<file path="src/rtl/alarm_silence_pkg.sv">
package alarm_silence_pkg;

    localparam int NUM_SEV   = 3;
    localparam int SEV_MINOR = 0;
    localparam int SEV_MAJOR = 1;
    localparam int SEV_CRIT  = 2;

    typedef logic [NUM_SEV-1:0] sev_vec_t;

    typedef struct packed {
        logic toggle;    // short press released
        logic long_hit;  // long press threshold reached
    } btn_evt_t;

    // Build the per-severity clear mask from the clear inputs.
    function automatic sev_vec_t clear_mask(input logic major_n,
                                            input logic minor_n,
                                            input logic all_hi);
        sev_vec_t m;
        m            = '0;
        m[SEV_MAJOR] = ~major_n;
        m[SEV_MINOR] = ~minor_n;
        if (all_hi) m = '1;
        return m;
    endfunction

endpackage

</file>
<file path="src/rtl/asc_button.sv">
module asc_button
    import alarm_silence_pkg::*;
#(
    parameter int DEBOUNCE_CYC = 4_000_000,
    parameter int LONG_CYC     = 1_000_000_000
) (
    input  logic     clk,
    input  logic     rst,
    input  logic     button,
    output btn_evt_t evt
);
    localparam int DEB_W = $clog2(DEBOUNCE_CYC + 1);
    localparam int HLD_W = $clog2(LONG_CYC + 1);
    localparam logic [DEB_W-1:0] DEB_LAST  = DEB_W'(DEBOUNCE_CYC - 1);
    localparam logic [HLD_W-1:0] HLD_LAST  = HLD_W'(LONG_CYC - 1);
    localparam logic [HLD_W-1:0] HLD_FULL  = HLD_W'(LONG_CYC);

    logic             sync1_q, sync2_q;
    logic             deb_q;
    logic [DEB_W-1:0] deb_cnt_q;
    logic [HLD_W-1:0] hold_q;
    logic             flip;

    assign flip = (sync2_q != deb_q) && (deb_cnt_q == DEB_LAST);

    always_ff @(posedge clk) begin
        if (rst) begin
            sync1_q <= 1'b0;
            sync2_q <= 1'b0;
        end else begin
            sync1_q <= button;
            sync2_q <= sync1_q;
        end
    end

    always_ff @(posedge clk) begin
        if (rst) begin
            deb_q     <= 1'b0;
            deb_cnt_q <= '0;
        end else if (sync2_q != deb_q) begin
            if (flip) begin
                deb_q     <= sync2_q;
                deb_cnt_q <= '0;
            end else begin
                deb_cnt_q <= deb_cnt_q + 1'b1;
            end
        end else begin
            deb_cnt_q <= '0;
        end
    end

    always_ff @(posedge clk) begin
        if (rst) begin
            hold_q <= '0;
            evt    <= '0;
        end else begin
            evt.long_hit <= deb_q && (hold_q == HLD_LAST);
            evt.toggle   <= deb_q && flip && (hold_q != HLD_FULL);
            if (!deb_q)
                hold_q <= '0;
            else if (hold_q != HLD_FULL)
                hold_q <= hold_q + 1'b1;
        end
    end

endmodule

</file>
<file path="src/rtl/asc_flash.sv">
module asc_flash #(
    parameter int FLASH_HALF_CYC = 100_000_000
) (
    input  logic clk,
    input  logic rst,
    output logic phase
);
    localparam int FW = $clog2(FLASH_HALF_CYC + 1);
    localparam logic [FW-1:0] F_LAST = FW'(FLASH_HALF_CYC - 1);

    logic [FW-1:0] cnt_q;

    always_ff @(posedge clk) begin
        if (rst) begin
            cnt_q <= '0;
            phase <= 1'b1;
        end else if (cnt_q == F_LAST) begin
            cnt_q <= '0;
            phase <= ~phase;
        end else begin
            cnt_q <= cnt_q + 1'b1;
        end
    end

endmodule

</file>
<file path="src/rtl/asc_sev_latch.sv">
module asc_sev_latch
    import alarm_silence_pkg::*;
(
    input  logic     clk,
    input  logic     rst,
    input  sev_vec_t req,
    input  sev_vec_t clr,
    output sev_vec_t active_d,
    output sev_vec_t active_q
);
    for (genvar s = 0; s < NUM_SEV; s++) begin : g_sev
        // clear takes priority over a same-cycle request
        assign active_d[s] = clr[s] ? 1'b0 : (active_q[s] | req[s]);

        always_ff @(posedge clk) begin
            if (rst) active_q[s] <= 1'b0;
            else     active_q[s] <= active_d[s];
        end
    end

endmodule

</file>
<file path="src/rtl/alarm_silence_ctrl.sv">
module alarm_silence_ctrl
    import alarm_silence_pkg::*;
#(
    parameter int DEBOUNCE_CYC   = 4_000_000,
    parameter int LONG_CYC       = 1_000_000_000,
    parameter int FLASH_HALF_CYC = 100_000_000
) (
    input  logic       clk,
    input  logic       rst,
    input  logic [2:0] alarm_req,
    input  logic       clr_major_n,
    input  logic       clr_minor_n,
    input  logic       clr_all,
    input  logic       button,
    output logic [2:0] lamp_on,
    output logic [2:0] lamp_flash,
    output logic [2:0] relay_n,
    output logic       reset_req
);
    btn_evt_t evt;
    sev_vec_t clr, act_d, act_q, steady;
    logic     phase;
    logic     silence_q;

    asc_button #(
        .DEBOUNCE_CYC(DEBOUNCE_CYC),
        .LONG_CYC    (LONG_CYC)
    ) u_button (
        .clk   (clk),
        .rst   (rst),
        .button(button),
        .evt   (evt)
    );

    asc_flash #(
        .FLASH_HALF_CYC(FLASH_HALF_CYC)
    ) u_flash (
        .clk  (clk),
        .rst  (rst),
        .phase(phase)
    );

    assign clr = clear_mask(clr_major_n, clr_minor_n, clr_all);

    asc_sev_latch u_latch (
        .clk     (clk),
        .rst     (rst),
        .req     (alarm_req),
        .clr     (clr),
        .active_d(act_d),
        .active_q(act_q)
    );

    // silence mode leaves as soon as nothing remains active
    always_ff @(posedge clk) begin
        if (rst)              silence_q <= 1'b0;
        else if (act_d == '0) silence_q <= 1'b0;
        else                  silence_q <= silence_q ^ evt.toggle;
    end

    assign steady     = silence_q ? '0 : act_q;
    assign lamp_flash = silence_q ? act_q : '0;
    assign lamp_on    = steady | (lamp_flash & {NUM_SEV{phase}});
    assign relay_n    = ~steady;
    assign reset_req  = evt.long_hit;

endmodule

</file>
<file path="config.mk">
export PLATFORM = sky130hd
export DESIGN_NAME = alarm_silence_ctrl
export DESIGN_NICKNAME = d
export VERILOG_FILES = /design/src/rtl/alarm_silence_pkg.sv /design/src/rtl/asc_button.sv /design/src/rtl/asc_flash.sv /design/src/rtl/asc_sev_latch.sv /design/src/rtl/alarm_silence_ctrl.sv
export SDC_FILE = /design/constraint.sdc
export NUM_CORES = 1
export LEC_CHECK = 0
export ABC_AREA = 1
export BUFFER_PORTS_ARGS = -buffer_cell sky130_fd_sc_hd__buf_2
export CORE_MARGIN = 4
export CORE_UTILIZATION = 35
export DETAILED_ROUTE_END_ITERATION = 10
export GPL_ROUTABILITY_DRIVEN = 0
export PLACE_DENSITY = 0.47
export SLEW_MARGIN = 5
export SYNTH_ARGS = -nofsm -noshare
export SYNTH_HDL_FRONTEND = slang
export SYNTH_SLANG_ARGS = --single-unit
</file>
<file path="constraint.sdc">
create_clock -name clk -period 3.1 [get_ports clk]
set_clock_uncertainty 0.2 [all_clocks]
set_input_delay 0.155 -clock clk [delete_from_list [all_inputs] [get_ports clk]]
set_output_delay 0.155 -clock clk [all_outputs]
set_load 0.1 [all_outputs]
</file>
==> Word-level counts from Yosys, hierarchy flattened <==
Cells that the tools add are included.
{ "totals": {"ff_bits": 89, "memories": 0, "output_inout_bits": 10, "mem_bits_ro": 0, "latchBits": 0, "ram_bits": 0} }
{ "classes": {"mul": 0, "n_addsub": 3, "n_lt_le_gt_ge": 0, "n_reduce_logical": 10, "shifts": 0, "muxes": 6, "eq_ne": 5, "n_div": 0, "n_bitwise": 12} }
{ "ops": {"columns": ["cell", "n"], "rows": [
  ["adder 30 x 1 -> 30 bit, second input constant", 1],
  ["== test 30 bit, second input constant", 1],
  ["!= test 30 bit, second input constant", 1],
  ["adder 27 x 1 -> 27 bit, second input constant", 1],
  ["== test 27 bit, second input constant", 1],
  ["adder 22 x 1 -> 22 bit, second input constant", 1],
  ["== test 22 bit, second input constant", 1],
  ["two-way mux 3 bit", 3],
  ["OR reduction 2 bit", 3],
  ["inverter 1 bit", 5],
  ["logical AND 1 bit", 4],
  ["AND 3 bit", 1],
  ["logical NOT 3 bit", 1],
  ["two-way mux 1 bit", 3],
  ["inverter 3 bit", 1],
  ["bitwise OR 1 bit", 3],
  ["bitwise OR 3 bit", 1],
  ["OR reduction 3 bit", 1],
  ["AND reduction 2 bit", 1],
  ["!= test 1 bit", 1],
  ["XOR 1 bit", 1]
]} }

==> Logic depth before layout (Yosys ltp) <==
{ "logic_depth": {"ltp_word": 5, "mapped_depth": 9, "ltp_nobuf": 9} }

==> Modules after synthesis <==
A second synthesis with hierarchy kept.
{ "hier_totals": {"cells_unflattened": 788, "hier_area_um2": 5019.8} }
{ "modules_own_cells": {"columns": ["module", "instances", "cells_each", "seq_area_each_um2", "area_each_um2"], "rows": [
  ["asc_button", 1, 522, 1141.1, 3318.2],
  ["asc_flash", 1, 229, 560.5, 1482.7],
  ["alarm_silence_ctrl", 1, 25, 20.0, 116.4],
  ["asc_sev_latch", 1, 12, 60.1, 102.6]
]} }

==> Worst setup path before layout <==
No wires, ideal clock.
{ "synth_timing": {"kind": "reg-to-output", "from": "reg silence_q", "to": "out lamp_on[0]", "n_path_buf": 0, "path_slack_ns": 0.187, "stages_incl_launch_ff": 3, "arrival_time_ns": 2.558, "required_ns": 2.745, "cell_sequence": "dfxtp_1 -> nand2_1 -> o21ai_0"} }
{ "synth_between": {"elab_chain_cells": 3} }
{ "synth_rtl": {"columns": ["item", "line_no", "text"], "rows": [
  ["start, declared", "alarm_silence_ctrl.sv:23", "logic silence_q;"],
  ["start signal, assigned", "alarm_silence_ctrl.sv:58", "else silence_q <= silence_q ^ evt.toggle;"],
  ["two-way mux 3 bit", "alarm_silence_ctrl.sv:62", "assign lamp_flash = silence_q ? act_q : '0;"],
  ["AND 3 bit", "alarm_silence_ctrl.sv:63", "assign lamp_on = steady | (lamp_flash & {NUM_SEV{phase}});"],
  ["bitwise OR 3 bit *", "alarm_silence_ctrl.sv:63", null],
  ["end, declared", "alarm_silence_ctrl.sv:15", "output logic [2:0] lamp_on,"]
]} }
Every way passes the cells marked *; elsewhere a longest branch is shown, timed or not.

==> Worst setup path in the final report <==
{ "layout_timing": {"from": "reg u_button.deb_cnt_q[0]", "to": "reg u_button.deb_cnt_q[15]"} }
{ "layout_between": {"elab_chain_cells": 3} }
{ "layout_rtl": {"columns": ["item", "line_no", "text"], "rows": [
  ["start, declared", "asc_button.sv:20", "logic [DEB_W-1:0] deb_cnt_q;"],
  ["start signal, assigned", "asc_button.sv:45", "deb_cnt_q <= deb_cnt_q + 1'b1;"],
  ["parallel branches: the longest is 3 deep, another holds adder 22 x 1 -> 22 bit", null, null]
]} }
Several ways; the timed one is not identified.
A chain may end at the register's enable or synchronous reset.

==> impl_metrics.py <==
metrics = {
    "critical_path": {
        "path_class": "reg -> reg",
        "arrival_ns": 2.28,
        "cpMostUsedCell": "nand3_2",
        "required_ns": 3.11,
        "r2r_start": "u_button.deb_cnt_q[0]",
        "rr_worst_depth": 6,
        "rrSetupSlack_ns": 0.83,
        "cp-start-kind": "flip-flop",
        "slowest_stage": "nand2_1",
        "slowest_delay_ns": 0.58,
        "crit_path_end_kind": "flip-flop",
        "path_cells": "ha_1 > nand3_2 > nor3_4 > nand3_2 > nand2_1 > nor2_1",
        "worstPathMaxFanout": 21,
        "r2r_end": "u_button.deb_cnt_q[15]",
    },
    "global_routing": {
        "grt_pass1_wl_microns": 20760,
        "antenna_found_initial": 0,
        "overflow": 0,
        "first_global_vias": 4456,
        "grt_max_degree": 27,
        "grt_usage": 0.1576,
    },
    "sta": {
        "tns_ns": 0,
        "post-route-period-util": 0.7333,
        "final_hold_viol_count": 0,
        "maxSlewHeadroom": 0.5034,
        "rsz0062_at_grt": "false",
        "finalWorstSetupSlack_ns": 0.8269,
        "finalSetupViolCount": 0,
        "fin_crit_ns": 2.273,
        "max_clock_freq_mhz": 439.9,
        "finalMaxSlewViolations": 0,
        "worst_pin_slew_ns": 0.7432,
    },
    "synth": {
        "ys_warn_count": 0,
        "syn_inst": 776,
        "syn_area_per_cell_sq_um": 6.340,
        "yosysSeqAreaShare": 0.3622,
        "synth_nets": 789,
        "yosys.cell_types.count": 31,
        "syn_area_sq_um": 4920,
        "synth_seq_cells": 89,
    },
    "final_layout": {
        "drive_gt1_frac": 0.08834,
        "area_delta_synth_final_pct": 14.11,
        "fillCellCount": 1481,
        "n_antenna_cell": 0,
        "final_cell_mix": "228 x nand2_1, 179 x nor2_1, 89 x dfxtp_1",
        "layout.nets": 823,
        "final_common_cell": "nand2_1",
        "post-route-util": 0.4060,
        "multi_input_area_sq_um": 2790,
        "seqCellArea_sq_um": 1782,
        "final_cell_area_sq_um": 5614,
    },
    "pwr": {
        "power_switching_uw": 515.0,
        "pwr-share-seq": 0.474,
        "swShare": 0.2116,
        "power.leakage_uw": 0.001780,
        "p_comb_frac": 0.027,
        "p_per_area_nw_per_um2": 433.5,
        "peakVddDrop_v": 0.0002321,
        "power.total_uw": 2434,
        "pwr-share-clk": 0.498,
        "p_int_uw": 1919,
    },
    "min_path": {
        "worstHoldPathType": "in -> reg",
        "hp-start": "alarm_req[1]",
        "hold_path_depth": 5,
        "whs_endpoint": "silence_q",
    },
    "placement": {
        "place_ws_ns": 0.8096,
        "io_buffers": 18,
        "dp_hpwl_microns": 9215,
        "place_area_sq_um": 5184,
    },
    "floorplanning": {
        "dieArea_sq_um": 16020,
        "start_util": 0.3558,
        "top_level_ports": 19,
        "chipHeight_microns": 126.6,
        "die_w_microns": 126.6,
        "std_cell_rows": 43,
        "core_area_sq_um": 13830,
    },
    "cts": {
        "tritoncts": "yes",
        "htreeDepth": 3,
        "cts-resized-gates": 0,
        "cts_root_buf": "clkbuf_16",
        "insertion_delay_ns": 0.34,
        "path_clk_slew_ns": 0.06,
        "numCtsBuffers": 9,
        "clockBufferDepth": 2,
        "clock_sinks": 89,
    },
    "detailed_routing": {
        "via_count": 4659,
        "first_pass_iters": 4,
        "wirelength_microns": 11980,
        "drt-initial-drc-count": 248,
        "post_drt_wl_per_cell_microns": 12.04,
        "drcViolationCount": 0,
        "ant_nets": 0,
        "vias_per_cell": 4.682,
    },
    "outcome": {
        "status": "completed",
    },
    "run": {
        "max_cap_violations": 0,
    },
}
-- logic make-up after synthesis --
| kind of cell | after synthesis | share of synthesized area |
|---|---|---|
| buf+inv | 83 | 0.07070 |
| simple gates | 519 | 0.4547 |
| fa+ha+maj | 4 | 0.01017 |
| flops | 89 | 0.3622 |
| compound gates | 57 | 0.05951 |
| xor+xnor | 24 | 0.04273 |
-- per-stage QoR --
| step | hold slack (ns) | std cells |
|---|---|---|
| global placement | 0.1859 | 969 |
| global route | 0.06826 | 995 |
| detailed placement | 0.1822 | 969 |
| CTS | 0.004185 | 995 |
| floorplan | 0.02618 | 776 |
| finish | 0.03852 | 995 |
-- power by group through the flow --
stage,Sequential (uW),Combinational (uW),Clock (uW)
after floorplan,1180,48.8,0
after global placement,1180,57.7,0
after detailed placement,1180,58.2,0
after CTS,1150,67.2,1260
after global routing,1150,72.4,1300
final,1150,66.9,1210
-- worst max-delay path, delay by kind of cell, from the launching register on --
family	cells	cell delay (ns)
simple gates	5	1.22
flops	1	0.42
fa+ha+maj	1	0.30
-- final cells by class --
cell class | instances | share of cell area
Clock buffer | 11 | 0.04502
Inverter | 77 | 0.05148
Multi-Input combinational cell | 604 | 0.4970
Tap cell | 180 | 0.04012
Timing Repair Buffer | 29 | 0.03521
Clock inverter | 5 | 0.01382
Sequential cell | 89 | 0.3174
-- worst max-delay path by stage --
stage	slack [ns]	start	cells after the start	endpoint
2_1_floorplan	0.19	silence_q	2	lamp_on[0]
3_3_place_gp	0.87	u_button.deb_cnt_q[0]	6	u_button.deb_cnt_q[20]
3_5_place_dp	0.81	u_button.deb_cnt_q[0]	6	u_button.deb_cnt_q[15]
4_1_cts	0.80	u_button.deb_cnt_q[0]	6	u_button.deb_cnt_q[15]
5_1_grt	0.61	u_button.deb_cnt_q[0]	6	u_button.deb_cnt_q[11]
6_report	0.83	u_button.deb_cnt_q[0]	6	u_button.deb_cnt_q[15]
-- repair_timing --
item                       CTS  global route
setup endpoints to repair    0             0
buffers inserted             0             0
hold endpoints to repair     7             0
hold buffers                10             0
-- metal layers --
layer	vias up	wire length, microns	track usage
met2	43	5457	0.2572
met3	19	271	0.02400
met4	0	290	0.06688
met1	2105	5962	0.2074
li1	2492	-	-
met5	-	0	0
-- registers in the layout, indices dropped and copies added, names as in the netlist --
register / count
u_button.hold_q: 30
u_flash.cnt_q: 27
u_button.deb_cnt_q: 22
u_latch.active_q: 3
u_button.evt: 2
u_button.sync2_q: 1
u_button.deb_q: 1
u_flash.phase: 1
silence_q: 1
u_button.sync1_q: 1
-- cells in the mapped netlist (all sizes together) --
cell type	instances	area (sq um)
buf	6	58.80
and2	2	12.51
nor2	200	823.3
inv	77	289.0
nand4	8	50.05
nor4	1	6.260
nand3b	14	105.1
o211ai	2	15.01
nor3b	1	7.510
o21bai	1	7.510
nand2	235	904.6
a21oi	39	195.2
or2	5	31.28
xnor2	8	70.07
xor2	16	140.1
dfxtp	89	1782
nor3	7	46.30
ha	4	50.05
o21ai	15	75.07
nand3	46	250.2
Note: power is estimated with default switching activity, not from simulation.
